`src/rtl/cpc_pkg.sv`:
```
package cpc_pkg;
  localparam int OPC_W = 5;
  localparam int DOM_W = 2;
  localparam int CODE_W = 3;

  typedef enum logic [CODE_W-1:0] {
    BHV_XLATE      = 3'd0,
    BHV_XLATE_NOSH = 3'd1,
    BHV_PROT       = 3'd2,
    BHV_PASS       = 3'd3,
    BHV_ABORT      = 3'd4,
    BHV_ILLEGAL    = 3'd5
  } bhv_e;

  typedef enum logic [3:0] {
    GRP_IO,
    GRP_COH,
    GRP_WB_NSH,
    GRP_WB_SH,
    GRP_CMO,
    GRP_STASH,
    GRP_BAR_CMPL,
    GRP_BAR_MSG,
    GRP_UNKNOWN
  } grp_e;

  // opcode map: group boundaries are decoded by range
  localparam logic [OPC_W-1:0] OP_IO_LO    = 5'd0;
  localparam logic [OPC_W-1:0] OP_IO_HI    = 5'd4;
  localparam logic [OPC_W-1:0] OP_COH_LO   = 5'd5;
  localparam logic [OPC_W-1:0] OP_COH_HI   = 5'd10;
  localparam logic [OPC_W-1:0] OP_WB_LO    = 5'd11;
  localparam logic [OPC_W-1:0] OP_WB_HI    = 5'd13;
  localparam logic [OPC_W-1:0] OP_EVICT    = 5'd14;
  localparam logic [OPC_W-1:0] OP_CMO_LO   = 5'd15;
  localparam logic [OPC_W-1:0] OP_CMO_HI   = 5'd18;
  localparam logic [OPC_W-1:0] OP_STASH_LO = 5'd19;
  localparam logic [OPC_W-1:0] OP_STASH_HI = 5'd25;
  localparam logic [OPC_W-1:0] OP_BAR_CMPL = 5'd26;
  localparam logic [OPC_W-1:0] OP_BAR_MSG  = 5'd27;
endpackage

```
`src/rtl/cpc_group_decode.sv`:
```
module cpc_group_decode
  import cpc_pkg::*;
(
  input  logic [OPC_W-1:0] opcode,
  input  logic [DOM_W-1:0] domain,
  output grp_e             grp
);
  logic shareable;
  assign shareable = (domain != '0);

  always_comb begin
    if (opcode <= OP_IO_HI)
      grp = GRP_IO;
    else if (opcode >= OP_COH_LO && opcode <= OP_COH_HI)
      grp = GRP_COH;
    else if (opcode >= OP_WB_LO && opcode <= OP_WB_HI)
      grp = shareable ? GRP_WB_SH : GRP_WB_NSH;
    else if (opcode == OP_EVICT)
      grp = GRP_WB_SH;
    else if (opcode >= OP_CMO_LO && opcode <= OP_CMO_HI)
      grp = GRP_CMO;
    else if (opcode >= OP_STASH_LO && opcode <= OP_STASH_HI)
      grp = GRP_STASH;
    else if (opcode == OP_BAR_CMPL)
      grp = GRP_BAR_CMPL;
    else if (opcode == OP_BAR_MSG)
      grp = GRP_BAR_MSG;
    else
      grp = GRP_UNKNOWN;
  end
endmodule

```
`src/rtl/cpc_policy_map.sv`:
```
module cpc_policy_map
  import cpc_pkg::*;
(
  input  grp_e  grp,
  input  logic  cfg_full,
  input  logic  cmo_dis,
  input  logic  ats,
  output bhv_e  code
);
  bhv_e lite_code;
  bhv_e full_code;

  always_comb begin
    case (grp)
      GRP_IO:    lite_code = BHV_XLATE;
      GRP_CMO:   lite_code = cmo_dis ? BHV_ABORT : BHV_XLATE;
      GRP_STASH: lite_code = BHV_XLATE;
      default:   lite_code = BHV_ILLEGAL;
    endcase
  end

  always_comb begin
    case (grp)
      GRP_IO:       full_code = BHV_XLATE_NOSH;
      GRP_COH:      full_code = BHV_PROT;
      GRP_WB_NSH:   full_code = BHV_ABORT;
      GRP_WB_SH:    full_code = BHV_PASS;
      GRP_CMO:      full_code = BHV_ABORT;
      GRP_BAR_CMPL: full_code = BHV_PASS;
      GRP_BAR_MSG:  full_code = BHV_ABORT;
      default:      full_code = BHV_ILLEGAL;
    endcase
  end

  always_comb begin
    if (!cfg_full)
      code = lite_code;
    else if (ats)
      code = BHV_ABORT;
    else
      code = full_code;
  end
endmodule

```
`src/rtl/cpc_out_stage.sv`:
```
module cpc_out_stage #(
  parameter int W = 8
) (
  input  logic         clk,
  input  logic         rst,
  input  logic         in_valid,
  output logic         in_ready,
  input  logic [W-1:0] in_data,
  output logic         out_valid,
  input  logic         out_ready,
  output logic [W-1:0] out_data
);
  logic         vld_q;
  logic [W-1:0] data_q;

  assign in_ready  = !vld_q || out_ready;
  assign out_valid = vld_q;
  assign out_data  = data_q;

  always_ff @(posedge clk) begin
    if (rst) begin
      vld_q <= 1'b0;
    end else if (in_ready) begin
      vld_q <= in_valid;
    end
  end

  always_ff @(posedge clk) begin
    if (in_valid && in_ready)
      data_q <= in_data;
  end
endmodule

```
`src/rtl/coh_policy_classifier.sv`:
```
module coh_policy_classifier
  import cpc_pkg::*;
#(
  parameter int ADDR_W = 32,
  parameter int ID_W   = 4
) (
  input  logic              clk,
  input  logic              rst,
  input  logic              cfg_full,
  input  logic              cmo_dis,
  input  logic              in_valid,
  output logic              in_ready,
  input  logic [OPC_W-1:0]  in_opcode,
  input  logic [DOM_W-1:0]  in_domain,
  input  logic              in_ats,
  input  logic [ADDR_W-1:0] in_addr,
  input  logic [ID_W-1:0]   in_id,
  output logic              out_valid,
  input  logic              out_ready,
  output logic [CODE_W-1:0] out_code,
  output logic [OPC_W-1:0]  out_opcode,
  output logic [ADDR_W-1:0] out_addr,
  output logic [ID_W-1:0]   out_id
);
  localparam int PL_W = CODE_W + OPC_W + ADDR_W + ID_W;

  grp_e            grp;
  bhv_e            code;
  logic [PL_W-1:0] pl_d;
  logic [PL_W-1:0] pl_q;

  cpc_group_decode u_grp (
    .opcode (in_opcode),
    .domain (in_domain),
    .grp    (grp)
  );

  cpc_policy_map u_map (
    .grp      (grp),
    .cfg_full (cfg_full),
    .cmo_dis  (cmo_dis),
    .ats      (in_ats),
    .code     (code)
  );

  assign pl_d = {code, in_opcode, in_addr, in_id};

  cpc_out_stage #(.W(PL_W)) u_stage (
    .clk       (clk),
    .rst       (rst),
    .in_valid  (in_valid),
    .in_ready  (in_ready),
    .in_data   (pl_d),
    .out_valid (out_valid),
    .out_ready (out_ready),
    .out_data  (pl_q)
  );

  assign {out_code, out_opcode, out_addr, out_id} = pl_q;
endmodule

```
`config.mk`:
```
export PLATFORM = sky130hd
export DESIGN_NAME = coh_policy_classifier
export DESIGN_NICKNAME = d
export VERILOG_FILES = /design/src/rtl/cpc_pkg.sv /design/src/rtl/cpc_group_decode.sv /design/src/rtl/cpc_policy_map.sv /design/src/rtl/cpc_out_stage.sv /design/src/rtl/coh_policy_classifier.sv
export SDC_FILE = /design/constraint.sdc
export NUM_CORES = 1
export LEC_CHECK = 0
export ABC_AREA = 1
export CAP_MARGIN = 20
export CORE_MARGIN = 2
export CORE_UTILIZATION = 40
export CTS_CLUSTER_DIAMETER = 80
export CTS_CLUSTER_SIZE = 12
export DETAILED_ROUTE_END_ITERATION = 12
export PLACE_DENSITY = 0.91
export SLEW_MARGIN = 30
export SYNTH_ARGS = -nofsm -noshare
export SYNTH_HDL_FRONTEND = slang
export SYNTH_SLANG_ARGS = --single-unit
```
`constraint.sdc`:
```
create_clock -name clk -period 8.7 [get_ports clk]
set_input_delay 2.175 -clock clk [delete_from_list [all_inputs] [get_ports clk]]
set_output_delay 2.175 -clock clk [all_outputs]
set_load 0.05 [all_outputs]
```
=== Word-level counts from Yosys, hierarchy flattened ===
Index checks and enable logic that the tools add are counted.
Widths: inputs -> output; s select.

* Order comparisons: 9
* Equality and inequality tests: 10
* Multiplexer cells: 14
* Reduce and logical (&&, ||, !) cells: 12

{| class="wikitable"
|+ Operators by type and width
! kind !! number
|-
| $mux 4 || 8
|-
| $eq 4x3->1 const B || 4
|-
| $pmux 3 s4 || 1
|-
| $eq 5x5->1 const B || 2
|-
| $ge 5x4->1 const B || 2
|-
| $le 5x4->1 const B || 2
|-
| $le 5x5->1 const B || 2
|-
| $mux 3 || 3
|-
| $eq 4x2->1 const B || 2
|-
| $pmux 3 s2 || 1
|-
| $eq 5x4->1 const B || 1
|-
| $ge 5x3->1 const B || 1
|-
| $ge 5x5->1 const B || 1
|-
| $le 5x3->1 const B || 1
|-
| $logic_and 1x1->1 || 5
|-
| $eq 4x1->1 const B || 1
|-
| $logic_not 4->1 || 1
|-
| $reduce_or 2->1 || 2
|-
| $reduce_or 3->1 || 1
|-
| $reduce_bool 2->1 || 1
|-
| $logic_not 1->1 || 1
|-
| $logic_or 1x1->1 || 1
|-
| $mux 1 || 1
|}

* Register bits after elaboration: 45
* Input bits: 50
* Output and inout port bits: 46
* Word-level logic and storage cells: 47

=== Depth between registers and ports, before layout ===
Gate-level depths: netlist of the first run.

* Word-level depth: 14
* Mapped depth: 10
* Depth with buffers taken out: 10

=== Modules after synthesis ===
A second synthesis of the first run with hierarchy kept.

* Cells, all modules: 124
* Area, all modules: 1707.9 µm²

{| class="wikitable"
|+ Modules (own cells, without submodules)
! module !! times used !! cells each !! area an instance (µm²)
|-
| cpc_out_stage || 1 || 50 || 1368.8
|-
| cpc_group_decode || 1 || 42 || 203.9
|-
| cpc_policy_map || 1 || 32 || 135.1
|}

=== Least setup slack after synthesis of the first run ===
Ideal clock, no wire load.

* Path type: in2reg
* From: input port in_valid
* To: register u_stage.data_q[0], in the netlist u_stage.out_data[0] (enable)
* Arrival time: 4368 ps
* Required time: 8240 ps
* Setup slack: 3872 ps
* Cell stages on the path: 2
* Path buffers: 0
* Path through: inv_1 -> a21oi_1

* Cells in the longest elaborated chain, start to end: 1

{| class="wikitable"
|+ RTL lines
! element !! line !! source
|-
| start: declaration || coh_policy_classifier.sv:11 || <nowiki>input logic in_valid,</nowiki>
|-
| $logic_and 1x1->1 || cpc_out_stage.sv:29 || <nowiki>if (in_valid && in_ready)</nowiki>
|-
| end signal: assignment || cpc_out_stage.sv:30 || <nowiki>data_q <= in_data;</nowiki>
|-
| end: declaration || cpc_out_stage.sv:14 || <nowiki>logic [W-1:0] data_q;</nowiki>
|}

Every way passes these cells.
A chain may end at the register's enable or synchronous reset.

=== Worst setup path in the final report of the first run ===
* From: input port out_ready
* To: output port in_ready

* Cells in the longest elaborated chain, start to end: 1

{| class="wikitable"
|+ RTL lines
! element !! line !! source
|-
| start: declaration || coh_policy_classifier.sv:19 || <nowiki>input logic out_ready,</nowiki>
|-
| $logic_or 1x1->1 || cpc_out_stage.sv:16 || <nowiki>assign in_ready = !vld_q || out_ready;</nowiki>
|-
| end: declaration || coh_policy_classifier.sv:12 || <nowiki>output logic in_ready,</nowiki>
|}

Every way passes these cells.

==> metrics.md, run 1 <==
| Metric | Value |
|---|---|
| Outcome | finished clean |
| 1st-pass router iterations | 4 |
| Post-CTS sizing | 0 |
| Power per cell area | 177 nW/um2 |
| Worst R2R End | u_stage.out_data[9]$_DFFE_PP_ |
| CTS buffer count | 5 |
| 1st-iter DRT viols | 102 |
| Global-route wire length before repair | about 5.5 mm |
| Max_cap viols | 0 |
| Worst setup SP type | primary input |
| Most common cell in the synthesized netlist | edfxtp_1 |
| Yosys top cell area share | 0.791 |
| Hold Crit Start | u_stage.out_valid$_SDFFE_PP0N_ |
| Clk Latency, worst-skew pair | 280 ps |
| Setup Fix Bufs, Post-CTS | 0 |
| Endpoints failing setup | 0 |
| Number of enable flip-flop cells after synthesis | 44 |
| CP Capture Point | in_ready |
| Largest net degree at the start of global routing | between 40 and 50 |
| Reg2Reg Setup Slack | 7360 ps |
| Worst slack, placed | 2920 ps |
| Routed wire per std cell | 14.5 um |
| Share of layout cells above drive strength 1 | 0.0876 |
| Hold_buf cts | 0 |
| Reg-to-Reg Start | u_stage.out_valid$_SDFFE_PP0N_ |
| Post-Syn Nets | roughly 160 |
| Largest area contributor in the netlist | edfxtp_1 |
| Crit path required time | 6530 ps |
| Async SR Flop Fraction | 0 |
| R2r worst-path depth | 2 |
| Final Critical Period | 5770 ps |
| Ant diodes | 0 |
| Synth unique cells | 19 |
| Clock Tree Root | clkbuf_8 |
| Die footprint | 4710 um2 |
| Clock sink count | 45 |
| Post-Syn Area | 1670 um2 |
| Drt via density | 4.68 |
| Final Hold Viols | 0 |
| Initial Util | 0.418 |
| DIE HEIGHT | 68.6 um |
| Clock transition at path regs | 70 ps |
| Area Overhead vs Synth | 67.2% |
| Slew of the pin with the lowest slew margin | 546 ps |
| Final Max Slew Viols | 0 |
| Tcrit/Tclk final | 0.663 |
| RSZ-0062 raised after global routing | false |
| Post-DRT Antenna Nets | 0 |
| Post-Route WL | between 3 and 4 mm |
| CP Max Fanout | 2 |
| Synth Instances | between 100 and 150 |
| Gr ovfl total | 0 |
| Sequential share of the synthesized area | 0.803 |
| Most instantiated cells after synthesis | edfxtp_1, nand2_1, inv_1, nor2_1 |
| Synth area leaders | edfxtp_1, nand2_1, inv_1, nor2_1, nand4_1 |
| Final core utilization | 0.698 |
| Gpl congestion | ~0.8 |
| Vias in the first global route | 1166 |
| Slew HR | 0.636 |
| CP startpoint | out_ready |
| Nets | 266 |
| Fmax | 0.173 GHz |
| Core area | 4000 um2 |
| Class of the worst hold path | reg -> reg |
| H-tree Lvls | 2 |
| Peak supply drop | 0.0728 mV |
| Top FF cell, synth | edfxtp_1 |
| CTS tree | yes |
| Clk buf depth | 2 |
| Synth Area per Inst | about 15 um2 |
| Clk_skew | 3.94 ps |
| I/O pins | 96 |
| P_leak | roughly 1.1 nW |
| Layout Cells excl Fill | 267 |
| Detail Placement HPWL | 3.05 mm |
| Total GRT Usage | 0.170 |
| WP data arrival | 3590 ps |
| Port Buf Inserts | 95 |
| Row count | 23 |
| Setup TNS | 0 ps |
| Layout fillers | 283 |
| # DRC | 0 |
| Critical path type | in -> out |
| Synth warnings | 0 |
| CP endpoint kind | output pin |
| Die X-Extent | 68.6 um |
| #FFs+latches synth | between 40 and 50 |
| Initial antenna violation count | 0 |
| Worst setup margin | 2930 ps |
| Vias post-DR | between 1000 and 1500 |
| Inst Count DP | 259 |
-- worst max-delay path, cell delays in order --
cell	delay (ps)
clkdlybuf4s50_1	460
inv_1	70
nand2_1	80
clkdlybuf4s50_1	810
-- flip-flops by register name (all words and copies together), names as in the netlist --
signal / cells
u_stage.out_valid: 1
u_stage.out_data: 44
-- power breakdown --
| part | switching [mW] | leakage [nW] | internal (mW) | total (mW) |
|---|---|---|---|---|
| Sequential | 0.00362 | 0.434 | 0.253 | 0.257 |
| Clock | 0.0593 | 0.0455 | 0.0647 | 0.124 |
| Combinational | 0.0684 | 0.577 | 0.0450 | 0.113 |
| Total | 0.131 | 1.06 | 0.363 | 0.495 |
-- per-layer routing --
metal / track usage / vias up / share of wire
li1: - / 605 / -
met5: 0 / - / 0
met1: 0.179 / 571 / 0.37
met2: 0.302 / 69 / 0.49
met4: 0.0750 / 0 / 0.012
met3: 0.0601 / 5 / 0.12
-- area by class of cell --
| cell class | count | area [um2] | share of cell area |
|---|---|---|---|
| sequential | 45 | 1340 | 0.480 |
| multi-input combinational | 56 | 295 | 0.106 |
| timing repair buffer | 96 | 958 | 0.343 |
| tap | 50 | 62.6 | 0.0224 |
| inverter | 12 | 45.0 | 0.0161 |
| clock buffer | 8 | 90.1 | 0.0323 |
-- how the worst min path moves through the flow --
stage | end | cells past startpoint
floorplan | u_stage.out_valid$_SDFFE_PP0N_ | 2
global placement | u_stage.out_valid$_SDFFE_PP0N_ | 2
detailed placement | u_stage.out_valid$_SDFFE_PP0N_ | 2
CTS | u_stage.out_valid$_SDFFE_PP0N_ | 2
global route | u_stage.out_valid$_SDFFE_PP0N_ | 2
finish | u_stage.out_valid$_SDFFE_PP0N_ | 2
-- cells in the final DEF (no fill, tap or decap), types with 2 or more instances in the layout --
cell and count:
o21ai_0 4, inv_1 11, clkbuf_1 2, a21oi_1 3, clkdlybuf4s50_1 95, nor2_1 10
clkbuf_8 6, nand4_1 4, nand2_1 19, nand2_2 3, edfxtp_1 44, nand3_2 2
nand3_1 3
-- logic make-up after synthesis --
kind of cell | after synthesis | synth area share
AOI/OAI and AO/OA | 11 | 0.0390
and+or+nand+nor | 45 | 0.131
buffers and inverters | 12 | 0.0270
DFF | 45 | 0.803
-- metrics by stage --
stage | cell area [um2] | hold WS [ps] | power (mW)
global route | 2790 | 593 | 0.515
finish | 2790 | 541 | 0.495
detailed placement | 2700 | 534 | 0.376
global placement | 2700 | 521 | 0.373
CTS | 2790 | 545 | 0.501
floorplan | 1670 | 1070 | 0.324
(Power assumes the default switching activity.)
==> run 2, diff against run 1 <==
--- a/config.mk
+++ b/config.mk
@@ -8,11 +8,11 @@
 export ABC_AREA = 1
 export CAP_MARGIN = 20
 export CORE_MARGIN = 2
-export CORE_UTILIZATION = 40
+export CORE_UTILIZATION = 37
 export CTS_CLUSTER_DIAMETER = 80
 export CTS_CLUSTER_SIZE = 12
 export DETAILED_ROUTE_END_ITERATION = 12
-export PLACE_DENSITY = 0.91
+export PLACE_DENSITY = 0.85
 export SLEW_MARGIN = 30
 export SYNTH_ARGS = -nofsm -noshare
 export SYNTH_HDL_FRONTEND = slang
==> constraint.sdc (replaced) <==
create_clock -name clk -period 5.7 [get_ports clk]
set_input_delay 1.425 -clock clk [delete_from_list [all_inputs] [get_ports clk]]
set_output_delay 1.425 -clock clk [all_outputs]
set_load 0.05 [all_outputs]
==> metrics.md, run 2 (synthesis results as in run 1) <==
| Metric | Value |
|---|---|
| Outcome | finished clean (unchanged) |
| Final Hold Viols | 0 (unchanged) |
| Tcrit/Tclk final | 0.749 |
| Setup Fix Bufs, Post-CTS | 0 (unchanged) |
| Max_cap viols | 0 (unchanged) |
| Crit path required time | 4280 ps (was 6530 ps) |
| # DRC | 0 (unchanged) |
| Core area | 4350 um2 (was 4000 um2) |
| Total GRT Usage | 0.159 (was 0.170) |
| Initial antenna violation count | 0 (unchanged) |
| NetSw | 0.207 mW (was 0.131 mW) |
| Layout fillers | 311 (was 283) |
| Clock power frac | 0.284 (was 0.251) |
| Clock transition at path regs | 70 ps (about the same) |
| Worst setup SP type | primary input (unchanged) |
| Row count | 24 (was 23) |
| Vias post-DR | 1237 (was 1250) |
| Initial Util | 0.384 (was 0.418) |
| Detail Placement HPWL | 3.21 mm (was 3.05 mm) |
| Area of the multi-input gates | 295 um2 (unchanged) |
| Setup TNS | 0 ps (unchanged) |
| Class of the worst hold path | reg -> reg (unchanged) |
| Post-Route WL | 3.98 mm (was 3.88 mm) |
| CP Max Fanout | 2 (unchanged) |
| Power per cell area | 281 nW/um2 (was 177 nW/um2) |
| Port Buf Inserts | 95 (unchanged) |
| Critical path type | in -> out (unchanged) |
| Worst slack, placed | 1430 ps (was 2920 ps) |
| Sw Ratio | 0.262 (was 0.266) |
| Clk buf depth | 2 (unchanged) |
| Ant diodes | 0 (unchanged) |
| Die X-Extent | 71.2 um (was 68.6 um) |
| Routed wire per std cell | 14.8 um (was 14.5 um) |
| Gr ovfl total | 0 (unchanged) |
| Most common cell after layout, fill and taps aside | clkdlybuf4s50_1 (unchanged) |
| Gpl congestion | 0.907 (was 0.781) |
| Final Critical Period | 4270 ps |
| Share of layout cells above drive strength 1 | 0.0926 (was 0.0876) |
| Final Max Slew Viols | 0 (unchanged) |
| Register share of total power | 0.496 (was 0.520) |
| H-tree Lvls | 2 (unchanged) |
| Die footprint | 5070 um2 (was 4710 um2) |
| Area Overhead vs Synth | 68.2% (was 67.2%) |
| Slew HR | 0.486 (was 0.636) |
| PnR Total Power | 0.789 mW (was 0.495 mW) |
| Clk_skew | 3.93 ps (was 3.94 ps) |
| WP data arrival | 2840 ps (was 3590 ps) |
| Clock sink count | 45 (unchanged) |
| CP endpoint kind | output pin (unchanged) |
| Final core utilization | 0.645 (was 0.698) |
| Slew of the pin with the lowest slew margin | 770 ps (was 546 ps) |
| 1st-pass router iterations | 4 (unchanged) |
| Endpoints failing setup | 0 (unchanged) |
| DIE HEIGHT | 71.2 um (was 68.6 um) |
| Worst hold slack | 555 ps (was 541 ps) |
| I/O pins | 96 (unchanged) |
| Peak supply drop | 0.157 mV (was 0.0728 mV) |
| Drt via density | 4.62 (was 4.68) |
| Largest net degree at the start of global routing | 26 (was 45) |
| CTS buffer count | 5 (unchanged) |
| Global-route wire length before repair | 6.07 mm (was 5.53 mm) |
| Post-DRT Antenna Nets | 0 (unchanged) |
| Cell internal pwr | 0.583 mW (was 0.363 mW) |
| Max FFs per register | 44 (unchanged) |
| Register Area | 1340 um2 (unchanged) |
| 1st-iter DRT viols | 92 (was 102) |
| P_leak | 1.07 nW (was 1.06 nW) |
| Fmax | 0.234 GHz |
| Clock Tree Root | clkbuf_8 (unchanged) |
| Post-CTS sizing | 0 (unchanged) |
| Most frequent cells in the layout | clkdlybuf4s50_1, edfxtp_1, nand2_1, inv_1, nor2_1 (unchanged) |
| Nets | 266 (unchanged) |
| Vias in the first global route | 1193 (was 1166) |
| Comb pwr share | 0.220 (was 0.229) |
| RSZ-0062 raised after global routing | false (unchanged) |
| Clk Latency, worst-skew pair | 290 ps (was 280 ps) |
| Worst setup margin | 1430 ps (was 2930 ps) |
| CTS tree | yes (unchanged) |
| Hold_buf cts | 0 (unchanged) |
==> run 2: critical path, cell delays in order <==
cell and delay (ps):
clkdlybuf4s50_1 470, inv_1 70, nand2_1 80, clkdlybuf4s50_1 800
==> run 2: worst paths after layout <==
path / startpoint / end / slack (ps) / cells past startpoint
setup / recovery: out_ready / in_ready / 1430 / 4
hold / removal: u_stage.out_valid$_SDFFE_PP0N_ / u_stage.out_valid$_SDFFE_PP0N_ / 560 / 2
setup reg to reg: u_stage.out_valid$_SDFFE_PP0N_ / u_stage.out_data[2]$_DFFE_PP_ / 3990 / 2
hold reg to reg: u_stage.out_valid$_SDFFE_PP0N_ / u_stage.out_valid$_SDFFE_PP0N_ / 560 / 2
==> run 2: routing by layer <==
metal	track usage	routed length [um]
met5	0	0
met4	0.0440	25
met2	0.284	2000
met3	0.0584	395
met1	0.177	1560
==> run 2: power groups by stage <==
stage          clock network, mW  logic [mW]  registers [mW]
2_1_floorplan                  0      0.0261           0.469
3_3_place_gp                   0       0.171           0.399
3_5_place_dp                   0       0.174           0.400
4_1_cts                    0.229       0.174           0.392
5_1_grt                    0.238       0.182           0.394
6_report                   0.224       0.174           0.392
==> run 2: final cells by class <==
class | instances | area share
Inverter | 12 | 0.0160
Multi-Input combinational cell | 56 | 0.105
Clock inverter | 2 | 0.0125
Sequential cell | 45 | 0.478
Timing Repair Buffer | 96 | 0.341
Tap cell | 52 | 0.0232
Clock buffer | 5 | 0.0245
==> run 2: per-stage QoR <==
step,cell area [um2],cells
3_3_place_gp,2710,261
5_1_grt,2810,268
2_1_floorplan,1670,113
6_report,2810,268
3_5_place_dp,2710,261
4_1_cts,2810,268
==> run 3, diff against run 2 <==
==> constraint.sdc (replaced) <==
create_clock -name clk -period 4 [get_ports clk]
set_input_delay 1 -clock clk [delete_from_list [all_inputs] [get_ports clk]]
set_output_delay 1 -clock clk [all_outputs]
set_load 0.05 [all_outputs]
==> metrics.md, run 3 (synthesis results as in run 1) <==
| Metric | Value |
|---|---|
| Outcome | finished clean (unchanged) |
| Ant diodes | 0 (unchanged) |
| Worst hold slack | 541 ps (was 555 ps) |
| Clock power frac | 0.245 (was 0.284) |
| Post-DRT Antenna Nets | 0 (unchanged) |
| Worst slack, placed | 600 ps (was 1430 ps) |
| Vias post-DR | 1287 (was 1237) |
| Sw Ratio | 0.279 (was 0.262) |
| Routed wire per std cell | 14.8 um (about the same) |
| CTS buffer count | 5 (unchanged) |
| Critical-path cell list | clkdlybuf4s50_1 -> inv_1 -> nand2_1 -> clkdlybuf4s50_1 (unchanged) |
| Clock sink count | 45 (unchanged) |
| Initial Util | 0.384 (unchanged) |
| Max_cap viols | 0 (unchanged) |
| Clock transition at path regs | 70 ps (about the same) |
| Setup TNS | 0 ps (unchanged) |
| Row count | 24 (unchanged) |
| CP Max Fanout | 2 (unchanged) |
| Cell internal pwr | 0.770 mW (was 0.583 mW) |
| Endpoints failing setup | 0 (unchanged) |
| Critical path's slowest cell | clkdlybuf4s50_1 (unchanged) |
| Slew HR | 0.628 (was 0.486) |
| Nets | 266 (unchanged) |
| Most common cell after layout, fill and taps aside | clkdlybuf4s50_1 (unchanged) |
| Layout Cells excl Fill | 269 (was 268) |
| CTS tree | yes (unchanged) |
| Clk_skew | 3.10 ps (was 3.93 ps) |
| Critical path type | in -> out (unchanged) |
| DIE HEIGHT | 71.2 um (unchanged) |
| CP endpoint kind | output pin (unchanged) |
| Max FFs per register | 44 (unchanged) |
| Core area | 4350 um2 (unchanged) |
| Cell area after layout | 2790 um2 (was 2810 um2) |
| Port Buf Inserts | 95 (unchanged) |
| Drt via density | 4.78 (was 4.62) |
| Global-route wire length before repair | 6.14 mm (was 6.07 mm) |
| Vias in the first global route | 1209 (was 1193) |
| Slowest stage delay, CP | 800 ps (about the same) |
| Slew of the pin with the lowest slew margin | 556 ps (was 770 ps) |
| Gpl congestion | 0.905 (was 0.907) |
| Tcrit/Tclk final | 0.850 |
| RSZ-0062 raised after global routing | false (unchanged) |
| Inst Count DP | 261 (unchanged) |
| Final Hold Viols | 0 (unchanged) |
| Final Critical Period | 3400 ps |
| Initial antenna violation count | 0 (unchanged) |
| # DRC | 0 (unchanged) |
| Most frequent cells in the layout | clkdlybuf4s50_1, edfxtp_1, nand2_1, inv_1, nor2_1 (unchanged) |
| P_leak | 1.06 nW (was 1.07 nW) |
| Worst setup SP type | primary input (unchanged) |
| Register share of total power | 0.523 (was 0.496) |
| Total GRT Usage | 0.161 (was 0.159) |
| I/O pins | 96 (unchanged) |
| 1st-iter DRT viols | 84 (was 92) |
| Detail Placement HPWL | 3.14 mm (was 3.21 mm) |
| H-tree Lvls | 2 (unchanged) |
| Post-Route WL | 3.98 mm (about the same) |
| Clk Latency, worst-skew pair | 290 ps (about the same) |
| Crit path required time | 3000 ps (was 4280 ps) |
| 1st-pass router iterations | 4 (unchanged) |
| CP most frequent cell | clkdlybuf4s50_1 (unchanged) |
| NetSw | 0.298 mW (was 0.207 mW) |
| Post-CTS sizing | 0 (unchanged) |
| Power per cell area | 383 nW/um2 (was 281 nW/um2) |
| Die footprint | 5070 um2 (unchanged) |
| Die X-Extent | 71.2 um (unchanged) |
| Comb pwr share | 0.232 (was 0.220) |
| DP Area | 2710 um2 (unchanged) |
| Peak supply drop | 0.129 mV (was 0.157 mV) |
| Class of the worst hold path | reg -> reg (unchanged) |
| Hold_buf cts | 0 (unchanged) |
| Worst setup margin | 602 ps (was 1430 ps) |
| Clock Tree Root | clkbuf_8 (unchanged) |
| Clk buf depth | 2 (unchanged) |
| Final Max Slew Viols | 0 (unchanged) |
| Share of layout cells above drive strength 1 | 0.0922 (was 0.0926) |
| Setup Fix Bufs, Post-CTS | 0 (unchanged) |
| Area Overhead vs Synth | 66.9% (was 68.2%) |
| Gr ovfl total | 0 (unchanged) |
| Fmax | between 0.2 and 0.3 GHz |
| Largest net degree at the start of global routing | 45 (was 26) |
| WP data arrival | 2400 ps (was 2840 ps) |
run 3: cell count changes in the layout (fill, tap and decap cells not counted), sizes merged:
cell and delta:
clkbuf +1, bufinv -1, clkinv +1
run 3: final cells by class:
class | count | area (um2)
multi-input combinational | 56 | 295
timing repair buffer | 96 | 958
fill | 312 | 1570
clock buffer | 6 | 72.6
clock inverter | 2 | 10.0
sequential | 45 | 1340
tap | 52 | 65.1
inverter | 12 | 45.0
run 3: final timing paths:
kind | start | endpoint | slack, ps | cells after the start
max reg2reg | u_stage.out_valid$_SDFFE_PP0N_ | u_stage.out_data[16]$_DFFE_PP_ | 2680 | 2
max | out_ready | in_ready | 600 | 4
min | u_stage.out_valid$_SDFFE_PP0N_ | u_stage.out_valid$_SDFFE_PP0N_ | 540 | 2
min reg2reg | u_stage.out_valid$_SDFFE_PP0N_ | u_stage.out_valid$_SDFFE_PP0N_ | 540 | 2
run 3: through the flow:
step / power (mW) / util
after global placement: 0.812 / 0.621
after global routing: 1.11 / 0.640
after CTS: 1.08 / 0.640
final: 1.07 / 0.640
after floorplan: 0.705 / -
after detailed placement: 0.818 / 0.621
run 3: power groups by stage:
stage	clock network [mW]	logic, mW	registers, mW
floorplan	0	0.0372	0.668
global placement	0	0.243	0.568
detailed placement	0	0.248	0.570
CTS	0.271	0.248	0.559
global route	0.288	0.260	0.561
finish	0.262	0.247	0.559
run 3: worst max-delay path: cells and delay by family:
| kind | cells | cell delay, ps |
|---|---|---|
| buffers and inverters | 3 | 1320 |
| AND/OR/NAND/NOR | 1 | 80 |
run 3: per-layer routing:
| metal | track usage | up-vias | part of all wire |
|---|---|---|---|
| met5 | 0 | - | 0 |
| met4 | 0.0671 | 0 | 0.024 |
| met3 | 0.0655 | 10 | 0.11 |
| met2 | 0.276 | 84 | 0.48 |
| met1 | 0.176 | 588 | 0.38 |
| li1 | - | 605 | - |
